--- config.mk ---
export PLATFORM = sky130hd
export DESIGN_NAME = flag_reg_top
export DESIGN_NICKNAME = d
export VERILOG_FILES = /design/src/rtl/flag_reg_pkg.sv /design/src/rtl/flag_cmd_decode.sv /design/src/rtl/flag_next_merge.sv /design/src/rtl/flag_reg_top.sv
export SDC_FILE = /design/constraint.sdc
export NUM_CORES = 1
export LEC_CHECK = 0
export BUFFER_PORTS_ARGS = -buffer_cell sky130_fd_sc_hd__buf_2
export CELL_PAD_IN_SITES_DETAIL_PLACEMENT = 1
export CELL_PAD_IN_SITES_GLOBAL_PLACEMENT = 1
export CORE_UTILIZATION = 28
export DETAILED_ROUTE_END_ITERATION = 8
export PLACE_DENSITY = 0.82
export SYNTH_ARGS = -nofsm -noshare
export SYNTH_HDL_FRONTEND = slang
export SYNTH_HIERARCHICAL = 1
export SYNTH_SLANG_ARGS = --single-unit
--- constraint.sdc ---
create_clock -name clk -period 1.7 [get_ports clk]
set_input_delay 0.255 -clock clk [delete_from_list [all_inputs] [get_ports clk]]
set_output_delay 0.255 -clock clk [all_outputs]
set_load 0.005 [all_outputs]
--- src/rtl/flag_reg_pkg.sv ---
package flag_reg_pkg;
  localparam int unsigned FLAG_W = 8;
  localparam int unsigned IDX_W  = $clog2(FLAG_W);
  localparam int unsigned WORD_W = 16;

  // fixed parts of the flag-control opcode
  localparam logic [7:0] OPC_HIGH = 8'h94;
  localparam logic [3:0] OPC_LOW  = 4'h8;
  localparam int unsigned IDX_LSB = 4;
  localparam int unsigned DIR_BIT = 7;

  typedef enum logic [IDX_W-1:0] {
    FL_CARRY = 3'd0,
    FL_ZERO  = 3'd1,
    FL_NEG   = 3'd2,
    FL_OVF   = 3'd3,
    FL_SIGN  = 3'd4,
    FL_HALF  = 3'd5,
    FL_XFER  = 3'd6,
    FL_IEN   = 3'd7
  } flag_idx_e;

  typedef struct packed {
    logic              hit;
    logic              value;
    logic [FLAG_W-1:0] sel;
  } flag_cmd_t;
endpackage

--- src/rtl/flag_cmd_decode.sv ---
module flag_cmd_decode
  import flag_reg_pkg::*;
(
  input  logic              clk,
  input  logic              rst_n,
  input  logic              fire,
  input  logic [WORD_W-1:0] word,
  output flag_cmd_t         cmd
);
  logic              match;
  logic [IDX_W-1:0]  idx;
  logic [FLAG_W-1:0] onehot;

  assign match = (word[15:8] == OPC_HIGH) && (word[3:0] == OPC_LOW);
  assign idx   = word[IDX_LSB +: IDX_W];

  generate
    for (genvar g = 0; g < FLAG_W; g++) begin : g_sel
      assign onehot[g] = (idx == IDX_W'(g));
    end
  endgenerate

  always_comb begin
    cmd.hit   = fire && match;
    cmd.value = ~word[DIR_BIT];
    cmd.sel   = cmd.hit ? onehot : '0;
  end

  p_sel_onehot_r4: assert property (@(posedge clk) disable iff (!rst_n)
    $onehot0(cmd.sel));
  p_miss_no_sel_r8: assert property (@(posedge clk) disable iff (!rst_n)
    (!fire || !match) |-> (cmd.sel == '0));
endmodule

--- src/rtl/flag_next_merge.sv ---
module flag_next_merge
  import flag_reg_pkg::*;
(
  input  flag_cmd_t         cmd,
  input  logic [FLAG_W-1:0] cur,
  input  logic [FLAG_W-1:0] alu_mask,
  input  logic [FLAG_W-1:0] alu_flags,
  output logic [FLAG_W-1:0] nxt
);
  generate
    for (genvar b = 0; b < FLAG_W; b++) begin : g_bit
      always_comb begin
        if (cmd.sel[b])       nxt[b] = cmd.value;
        else if (alu_mask[b]) nxt[b] = alu_flags[b];
        else                  nxt[b] = cur[b];
      end
    end
  endgenerate
endmodule

--- src/rtl/flag_reg_top.sv ---
module flag_reg_top
  import flag_reg_pkg::*;
(
  input  logic              clk,
  input  logic              rst_n,
  input  logic              ins_valid,
  output logic              ins_ready,
  input  logic [WORD_W-1:0] ins_word,
  input  logic [FLAG_W-1:0] alu_mask,
  input  logic [FLAG_W-1:0] alu_flags,
  output logic [FLAG_W-1:0] flags_q,
  output logic              irq_enable
);
  flag_cmd_t         cmd;
  logic [FLAG_W-1:0] flags_d;
  logic              fire;

  assign ins_ready = rst_n;
  assign fire      = ins_valid && ins_ready;

  flag_cmd_decode u_dec (
    .clk  (clk),
    .rst_n(rst_n),
    .fire (fire),
    .word (ins_word),
    .cmd  (cmd)
  );

  flag_next_merge u_merge (
    .cmd      (cmd),
    .cur      (flags_q),
    .alu_mask (alu_mask),
    .alu_flags(alu_flags),
    .nxt      (flags_d)
  );

  always_ff @(posedge clk or negedge rst_n) begin
    if (!rst_n) flags_q <= '0;
    else        flags_q <= flags_d;
  end

  assign irq_enable = flags_q[FL_IEN];

  generate
    for (genvar b = 0; b < FLAG_W; b++) begin : g_chk
      p_set_bit_r2: assert property (@(posedge clk) disable iff (!rst_n)
        (cmd.sel[b] && cmd.value) |=> flags_q[b]);
      p_clr_bit_r3: assert property (@(posedge clk) disable iff (!rst_n)
        (cmd.sel[b] && !cmd.value) |=> !flags_q[b]);
      p_hold_bit_r4: assert property (@(posedge clk) disable iff (!rst_n)
        (!cmd.sel[b] && !alu_mask[b]) |=> $stable(flags_q[b]));
      p_alu_bit_r7: assert property (@(posedge clk) disable iff (!rst_n)
        (!cmd.sel[b] && alu_mask[b]) |=> (flags_q[b] == $past(alu_flags[b])));
    end
  endgenerate
endmodule

Word-level counts from Yosys, hierarchy flattened
Index checks and enable logic that the tools add are counted.
W data, S select, Z words.
{"block": "op_classes", "add_sub_neg": 0, "multipliers": 0, "n_div": 0, "magnitude_cmp": 0, "eq_ne": 9, "shifts": 0, "mux": 17, "bitwise_logic": 1, "reduce_logical": 12}
{"operator": "$mux W1", "n": 16}
{"operator": "$reduce_bool A2 Y1", "n": 8}
{"operator": "$eq A3 B3 Y1 const B", "n": 4}
{"operator": "$eq A8 B8 Y1 const B", "n": 1}
{"operator": "$mux W8", "n": 1}
{"operator": "$eq A3 B2 Y1 const B", "n": 2}
{"operator": "$eq A4 B4 Y1 const B", "n": 1}
{"operator": "$eq A3 B1 Y1 const B", "n": 1}
{"operator": "$logic_and A1 B1 Y1", "n": 3}
{"operator": "$logic_not A3 Y1", "n": 1}
{"operator": "$not A1 Y1", "n": 1}
{"block": "word_totals", "regBits": 8, "latchBits": 0, "mem_bits_rw": 0, "rom_bits": 0, "inputBits": 35, "word_cells": 47, "mem_count": 0}

Longest topological paths before layout
{"block": "depth", "ltp_word": 5, "mapped_depth": 6}

Hierarchy
Netlist, hierarchy kept.
{"module": "flag_reg_top", "n_inst": 1, "cells_per_inst": 11, "area_per_inst_um2": 221.5}
{"module": "flag_next_merge", "n_inst": 1, "cells_per_inst": 25, "area_per_inst_um2": 172.7}
{"module": "flag_cmd_decode", "n_inst": 1, "cells_per_inst": 21, "area_per_inst_um2": 171.4}

Worst setup path before layout
Ideal clock, no wire load.
{"block": "synth_path", "path_kind": "input -> register", "start": "input port ins_word[9]", "end": "register flags_q[5]", "setup_ps": 74, "arrival_ps": 1057, "required_time_ps": 1626, "setup_slack_ps": 569, "path_stages": 5, "n_path_buf": 0, "path_cell_list": "nor4b_4 > nand4_2 > nor2_1 > nand2_1 > o21ai_2"}
{"item": "start, declared", "line_no": "flag_reg_top.sv:8", "rtl": "input logic [WORD_W-1:0] ins_word,"}
{"item": "end signal, assigned", "line_no": "flag_reg_top.sv:39", "rtl": "else flags_q <= flags_d;"}
{"item": "end, declared", "line_no": "flag_reg_top.sv:11", "rtl": "output logic [FLAG_W-1:0] flags_q,"}

==> impl_metrics.yaml <==
grt:
  grtUsageMet1_pct: 20.2
  grt_max_degree: 10
  grt_util_met2_pct: 30.0
  grt-ovfl-total: 0
  grt.busiest_layer: "met2"
  grt.total_usage_pct: 17.1
  antenna_found_initial: 0
  grt_pass1_vias: 591
  grt_pass1_wl_mm: 2.56
  grtUsageMet3_pct: 4.31
timing:
  tns_ns: 0
  tightest_slew_ns: 0.252
  finalCritPeriodShare_pct: 96.0
  slew_violations: 0
  rsz0062_at_grt: "no"
  timing.fmax_ghz: 0.613
  period_needed_ns: 1.63
  finalHoldViolations: 0
  worst_clock_skew_ns: 0
  finalSetupViolCount: 0
  slew_headroom_pct: 83.1
clocking:
  clk_latency_ns: 0.25
  cts_made_buffers: 3
  clock_path_buffers: 2
  path_clk_slew_ns: 0.06
  root_buffer: "clkbuf_4"
  cts_tree: "done"
  htree_levels: 1
  cts.sinks: 8
finish:
  top_regs: "flags_q (8)"
  regMostFlops: "flags_q"
  layout-drive-gt1-share_pct: 59.4
  fill_cells: 230
  nNetsFinal: 138
  largest_reg_flops: 8
  seqCellArea_um2: 200
  layout_common_cells: "44 x buf_2, 9 x nand2_1, 8 x dfrtp_1, 8 x mux2i_1, 5 x nor2_1"
  multi_input_comb_area_um2: 327
  final_common_cell: "buf_2"
  diodes: 0
  syn_to_final_growth_pct: 49.3
routing:
  vias_per_cell: 4.50
  drtPass1Iterations: 2
  antenna_left: 0
  drt_iter0_markers: 5
  dr_total_vias: 567
  drt-total-wl_mm: 1.51
  drc: 0
  wl_per_cell_um: 12.0
worst_setup_path:
  r2r_cells: 2
  crit_slowest_cell: "dlygate4sd3_1"
  path_max_fanout: 4
  path_class: "in2reg"
  max_stage_delay_ns: 0.52
  startpoint_type: "input pin"
  cp_cell_sequence: "dlygate4sd3_1 > buf_2 > and2_1 > and4b_1 > nand4_2 > nor2_1 > nand2_1 > o21ai_2"
  cp-end-kind: "flop"
  cp.required_ns: 1.89
  arrival_ns: 1.82
placement:
  io_buffers: 44
  post-dp-hpwl_mm: 1.35
  place.gp.congestion: 0.731
floorplanning:
  die_y_um: 46.3
  io_pins: 45
  die_w_um: 46.3
  core_area_um2: 1780
  rows: 15
  start_util_pct: 30.9
  dieArea_um2: 2150
logic_synthesis:
  syn-cell-area_um2: 551
  syn_avg_cell_area_um2: 10.0
  syn_inst: 55
  synth_nets: 90
  yosysWarningCount: 6
power_and_ir_drop:
  ir_drop_mv: 0.340
  net-switching-power_mw: 0.131
  finalPower_mw: 0.491
  swShare_pct: 26.6
  leakage_nw: 0.427
  pwr-share-clk_pct: 30.0
  power_frac_seq_pct: 44.6
  power_density_nw_per_um2: 598
  intPower_mw: 0.360
  comb_power_share_pct: 25.5
outcome:
  status: "completed"
job:
  maxCapViolCount: 0
min_path:
  hold_depth: 3
  hp-class: "in2reg"
## stage by stage
stage	std cells	hold WS [ns]	area, um2	worst slack (ns)	utilization (%)
global placement	122	0.202	787	0.379	44.1
floorplan	55	-0.0406	551	0.585	-
finish	126	0.276	822	0.0688	46.1
CTS	126	0.273	820	0.0566	46.0
global route	126	0.293	822	0.00362	46.1
detailed placement	122	0.201	787	0.336	44.1
## repair_timing
action | 4_1_cts | 5_1_grt
hold buffers | 1 | 0
gates resized for setup | 0 | 1
hold endpoints to repair | 8 | 0
setup buffers | 0 | 0
setup endpoints to repair | 0 | 1
## path summary, 6_finish.rpt
check                        startpoint          to  slack (ns)
setup / recovery                  rst_n  flags_q[6]        0.07
hold / removal             alu_flags[6]  flags_q[6]        0.28
setup reg to reg             flags_q[4]  flags_q[4]        0.97
hold reg to reg              flags_q[6]  flags_q[6]        0.55
max in group asynchronous         rst_n  flags_q[3]        1.10
min in group asynchronous         rst_n  flags_q[5]        0.46
## critical path, delay by kind of cell
family	cells	cell delay, ns
AND/OR/NAND/NOR	5	0.86
AO/OA/AOI/OAI	1	0.06
buffers and inverters	2	0.64
## power by group through the flow
stage	logic, mW	clock network, mW	registers [mW]
3_3_place_gp	0.121	0	0.222
6_report	0.125	0.147	0.219
5_1_grt	0.142	0.163	0.221
2_1_floorplan	0.0469	0	0.225
3_5_place_dp	0.126	0	0.223
4_1_cts	0.128	0.154	0.220
## final cells by class
| cell class | instances | area share, % |
|---|---|---|
| timing repair buffer | 46 | 28.9 |
| tap | 25 | 3.81 |
| inverter | 1 | 0.457 |
| sequential | 8 | 24.4 |
| clock buffer | 3 | 2.74 |
| multi-input combinational | 43 | 39.7 |
## routing by layer
layer / routed length (um) / share of wire, %
met3: 85 / 5.6
met5: 0 / 0
met2: 813 / 54
met4: 10 / 0.66
met1: 605 / 40
Note: power is estimated with default switching activity, not from simulation.
